==> src/rtl/sec_pkg.sv <==
package sec_pkg;
  localparam int DATA_W = 3;
  localparam int CHK_W  = 3;              // needs 2**CHK_W - 1 >= CW_W
  localparam int CW_W   = DATA_W + CHK_W;

  function automatic bit is_chk_pos(int p);
    return (p & (p - 1)) == 0;
  endfunction

  // positions covered by check 2**k, as a bus mask (position 1 = MSB)
  function automatic logic [CW_W-1:0] cover_mask(int k);
    logic [CW_W-1:0] m;
    m = '0;
    for (int p = 1; p <= CW_W; p++)
      if (((p >> k) & 1) == 1) m[CW_W-p] = 1'b1;
    return m;
  endfunction

  function automatic logic [CW_W-1:0] place_data(logic [DATA_W-1:0] d);
    logic [CW_W-1:0] c;
    int j;
    c = '0;
    j = DATA_W - 1;
    for (int p = 1; p <= CW_W; p++)
      if (!is_chk_pos(p) && j >= 0) begin
        c[CW_W-p] = d[j];
        j--;
      end
    return c;
  endfunction

  function automatic logic [DATA_W-1:0] pull_data(logic [CW_W-1:0] c);
    logic [DATA_W-1:0] d;
    int j;
    d = '0;
    j = DATA_W - 1;
    for (int p = 1; p <= CW_W; p++)
      if (!is_chk_pos(p) && j >= 0) begin
        d[j] = c[CW_W-p];
        j--;
      end
    return d;
  endfunction
endpackage

==> src/rtl/sec_enc.sv <==
module sec_enc
  import sec_pkg::*;
(
  input  logic [DATA_W-1:0] data_i,
  output logic [CW_W-1:0]   code_o
);
  logic [CW_W-1:0]  placed;
  logic [CHK_W-1:0] chk_bit;
  logic [CW_W-1:0]  chk_vec;

  assign placed = place_data(data_i);

  for (genvar k = 0; k < CHK_W; k++) begin : g_chk
    localparam logic [CW_W-1:0] COV = cover_mask(k);
    assign chk_bit[k] = ^(placed & COV);
  end

  always_comb begin
    chk_vec = '0;
    for (int k = 0; k < CHK_W; k++) chk_vec[CW_W-(1<<k)] = chk_bit[k];
  end

  assign code_o = placed | chk_vec;
endmodule

==> src/rtl/sec_dec.sv <==
module sec_dec
  import sec_pkg::*;
(
  input  logic [CW_W-1:0]   code_i,
  output logic [DATA_W-1:0] data_o,
  output logic [CHK_W-1:0]  syn_o,
  output logic              corr_o,
  output logic              unc_o
);
  logic [CW_W-1:0] fixed;

  for (genvar k = 0; k < CHK_W; k++) begin : g_syn
    localparam logic [CW_W-1:0] COV = cover_mask(k);
    assign syn_o[k] = ^(code_i & COV);
  end

  always_comb begin
    fixed  = code_i;
    corr_o = 1'b0;
    unc_o  = 1'b0;
    if (syn_o != '0) begin
      if (int'(syn_o) <= CW_W) begin
        fixed[CW_W-int'(syn_o)] = ~code_i[CW_W-int'(syn_o)];
        corr_o = 1'b1;
      end else begin
        unc_o = 1'b1;  // points past the shortened word
      end
    end
  end

  assign data_o = pull_data(fixed);
endmodule

==> src/rtl/sec_codec.sv <==
module sec_codec
  import sec_pkg::*;
(
  input  logic              clk_i,
  input  logic              rst_ni,
  input  logic              enc_valid_i,
  input  logic [DATA_W-1:0] enc_data_i,
  output logic              enc_valid_o,
  output logic [CW_W-1:0]   enc_code_o,
  input  logic              dec_valid_i,
  input  logic [CW_W-1:0]   dec_code_i,
  output logic              dec_valid_o,
  output logic [DATA_W-1:0] dec_data_o,
  output logic [CHK_W-1:0]  dec_syndrome_o,
  output logic              dec_corrected_o,
  output logic              dec_uncorr_o
);
  logic [CW_W-1:0]   enc_code_d;
  logic [DATA_W-1:0] dec_data_d;
  logic [CHK_W-1:0]  dec_syn_d;
  logic              dec_corr_d, dec_unc_d;

  sec_enc u_enc (.data_i(enc_data_i), .code_o(enc_code_d));

  sec_dec u_dec (
    .code_i(dec_code_i), .data_o(dec_data_d), .syn_o(dec_syn_d),
    .corr_o(dec_corr_d), .unc_o(dec_unc_d)
  );

  always_ff @(posedge clk_i or negedge rst_ni) begin
    if (!rst_ni) begin
      enc_valid_o <= 1'b0;
      enc_code_o  <= '0;
    end else begin
      enc_valid_o <= enc_valid_i;
      if (enc_valid_i) enc_code_o <= enc_code_d;
    end
  end

  always_ff @(posedge clk_i or negedge rst_ni) begin
    if (!rst_ni) begin
      dec_valid_o     <= 1'b0;
      dec_data_o      <= '0;
      dec_syndrome_o  <= '0;
      dec_corrected_o <= 1'b0;
      dec_uncorr_o    <= 1'b0;
    end else begin
      dec_valid_o <= dec_valid_i;
      if (dec_valid_i) begin
        dec_data_o      <= dec_data_d;
        dec_syndrome_o  <= dec_syn_d;
        dec_corrected_o <= dec_corr_d;
        dec_uncorr_o    <= dec_unc_d;
      end
    end
  end
endmodule

==> config.mk <==
export PLATFORM = sky130hd
export DESIGN_NAME = sec_codec
export DESIGN_NICKNAME = d
export VERILOG_FILES = /design/src/rtl/sec_pkg.sv /design/src/rtl/sec_enc.sv /design/src/rtl/sec_dec.sv /design/src/rtl/sec_codec.sv
export SDC_FILE = /design/constraint.sdc
export NUM_CORES = 1
export LEC_CHECK = 0
export ABC_AREA = 1
export BUFFER_PORTS_ARGS = -buffer_cell sky130_fd_sc_hd__buf_4
export CORE_ASPECT_RATIO = 0.75
export CORE_MARGIN = 2
export CORE_UTILIZATION = 40
export DETAILED_ROUTE_END_ITERATION = 10
export SYNTH_ARGS = -nofsm -noshare
export SYNTH_HDL_FRONTEND = slang
export SYNTH_SLANG_ARGS = --single-unit
==> constraint.sdc <==
create_clock -name clk_i -period 0.8 [get_ports clk_i]
set_input_delay 0.16 -clock clk_i [delete_from_list [all_inputs] [get_ports clk_i]]
set_output_delay 0.16 -clock clk_i [all_outputs]
set_load 0.02 [all_outputs]
==> results_dict.tcl <==
set metrics [dict create \
    die_area_um2 2770 \
    numClockSinks 16 \
    nFillCells 159 \
    diodes 0 \
    layout_commonest_cell "nand2_1" \
    antenna_found_initial 0 \
    clkLatencyLatePin_ns 0.28 \
    post_drt_wl_per_cell_um 12.1 \
    yosys.area_share.simple 0.413 \
    ioPinCount 29 \
    std_cell_rows 15 \
    fin_cells 220 \
    clk_pin_slew_worst_paths_ns 0.09 \
    cts_tree "done" \
    root_buffer "clkbuf_4" \
    status "complete, but fails checks" \
    drt-initial-drc-count 33 \
    ctsHtreeMaxLevel 1 \
    syn_avg_cell_area_um2 7.75 \
    cpMostUsedCell "nand2_1" \
    hpwl_um 1910 \
    synth_adder_area_share 0.0265 \
    cp.required_ns 1.03 \
    avgViaCountPerCell 4.57 \
    clk_path_buf_depth 2 \
    ant_nets 0 \
    finalWorstSetupSlack_ns -0.510 \
    synthesis.area_um2 946 \
    overflow 0 \
    port_buffers 28 \
    tightest_slew_ns 0.237 \
    post-route-min-period_ns 1.31 \
    nNetsFinal 202 \
    fp.dieH_um 46.1 \
    grt_pass1_vias 938 \
    fmax_mhz 764 \
    worstPathArrival_ns 1.54 \
    finClkSkew_ns 0 \
    initial_core_util 0.417 \
    die_w_um 60.2 \
    p_leak_uw 0.000903 \
    numCtsBuffers 3 \
    grt_pass1_wl_um 4220 \
    routed_wl_um 2650 \
    setup_viol 23 \
    startpoint_type "input port" \
    yosysSeqAreaShare 0.423 \
    synthMuxAreaShare 0 \
    hp-class "in -> reg" \
    synth_top_family_by_area "simple AND/OR/NAND/NOR gates" \
    critPathMaxFanout 5 \
    syn_nets 137 \
    route.detailed.drc 0 \
    synth_seq_cells 16 \
    violations "negative setup slack" \
    yosysWarnings 0 \
    finalHoldViolations 0 \
    maxSlewViolCount 0 \
    pre_cts_slack_ns -0.966 \
    drive_gt1_frac 0.591 \
    path_cells "buf_12 > inv_8 > nand2_4 > nand2_2 > nand2_2 > nand2_4 > buf_6 > ha_4 > nand2_1 > inv_1 > nand3_1 > a21oi_2 > nor2_1 > nor2_1 > nand2_1 > nand2_1" \
    coreArea_um2 2270 \
    synth_compound_area_frac 0.0741 \
    vias 1006 \
    holdWs_ns 0.0968 \
    synth_xor_area_frac 0 \
    grt_max_degree 17 \
    grt_setup_unrepaired "yes" \
    ys_types 19 \
    dp.cells 202 \
    path_class "in -> reg" \
    final_cell_mix "34 x nand2_1, 32 x buf_4, 24 x buf_6, 16 x dfrtp_1, 12 x nand2_2" \
    dr.pass1.iters 4 \
    slowest_stage "ha_4" \
    place.gp.congestion 0.846 \
    synthCells 122 \
    grt.total_usage 0.211 \
    drv_cap 0 \
    synthToLayoutAreaGrowth_pct 86.4 \
    maxSlewHeadroom 0.842 \
    p_per_area_nw_per_um2 1530 \
    max_stage_delay_ns 0.28 \
    ir_worst_vdd_uv 1340 \
    worst_setup_path_end_kind "flop" \
    fin_crit_sh 1.64 \
]
-- flip-flops by register name, summed over array words and instances, names as in the netlist --
register         count
enc_valid_o          1
dec_uncorr_o         1
dec_data_o           3
enc_code_o           6
dec_corrected_o      1
dec_valid_o          1
dec_syndrome_o       3
-- cells by family (layout without fill, tap and decap cells) --
| kind of cell | after synthesis | in the layout |
|---|---|---|
| buffers and inverters | 16 | 80 |
| AND/OR/NAND/NOR | 77 | 77 |
| flip-flops | 16 | 16 |
| adder cells (fa/ha/maj) | 2 | 2 |
| AO/OA/AOI/OAI | 11 | 11 |
-- final timing paths --
check / from / endpoint / slack [ns] / depth (start not counted)
max: dec_code_i[3] / dec_data_o[2] / -0.51 / 16
min: dec_valid_i / dec_valid_o / 0.1 / 2
max reg2reg: dec_syndrome_o[0] / dec_syndrome_o[0] / -0.06 / 4
min reg2reg: dec_uncorr_o / dec_uncorr_o / 0.52 / 2
max in group asynchronous: rst_ni / enc_code_o[1] / 0.35 / 2
min in group asynchronous: rst_ni / dec_syndrome_o[0] / 0.26 / 2
-- metal layers --
metal | global-route usage | up-vias | routed length (um)
met5 | 0 | - | 0
met4 | 0.0267 | 0 | 24
met3 | 0.0562 | 4 | 130
met2 | 0.341 | 26 | 1210
met1 | 0.293 | 451 | 1290
li1 | - | 525 | -
-- power breakdown --
part           switching (uW)  total [uW]  leakage, uW  internal [uW]
Clock                     249         527    0.0000210            277
Combinational             599        1210     0.000687            612
Sequential               63.0         957     0.000194            894
Total                     912        2700     0.000903           1780
-- repair_timing --
action	in CTS	in global routing
buffers inserted	7	8
endpoints found under the setup margin	21	23
hold buffers	1	1
endpoints found under the hold margin	16	1
pin swaps	18	5
gates resized for setup	40	14
-- cells in the mapped netlist (all sizes together) --
cell type / count / area, um^2
o21ai: 6 / 30.0
o221ai: 3 / 26.3
ha: 2 / 25.0
a21oi: 2 / 13.8
nand3: 14 / 105
nand2: 53 / 236
nor2: 8 / 35.0
nand4: 1 / 6.26
inv: 15 / 56.3
dfrtp: 16 / 400
nand3b: 1 / 7.51
clkbuf: 1 / 3.75
-- layout make-up --
| class | instances | area, um^2 | share of cell area |
|---|---|---|---|
| Timing Repair Buffer | 61 | 591 | 0.335 |
| Clock buffer | 4 | 36.3 | 0.0206 |
| Tap cell | 34 | 42.5 | 0.0241 |
| Sequential cell | 16 | 400 | 0.227 |
| Inverter | 15 | 82.6 | 0.0468 |
| Multi-Input combinational cell | 90 | 611 | 0.346 |
-- metrics by stage --
step / util / TNS (ns) / area, um^2 / power [uW]
after detailed placement: 0.620 / -4.64 / 1410 / 1870
final: 0.776 / -5.10 / 1760 / 2700
after floorplan: - / -2.53 / 1000 / 1460
after global routing: 0.776 / -6.17 / 1760 / 2840
after CTS: 0.736 / -4.99 / 1670 / 2620
after global placement: 0.620 / -4.36 / 1410 / 1850
-- critical path, delay by kind of cell --
kind	cells	cell delay (ns)
AO/OA/AOI/OAI	1	0.14
AND/OR/NAND/NOR	10	0.62
buffers and inverters	4	0.32
adder cells (fa/ha/maj)	1	0.28
Power figures use the tool's default switching activity.
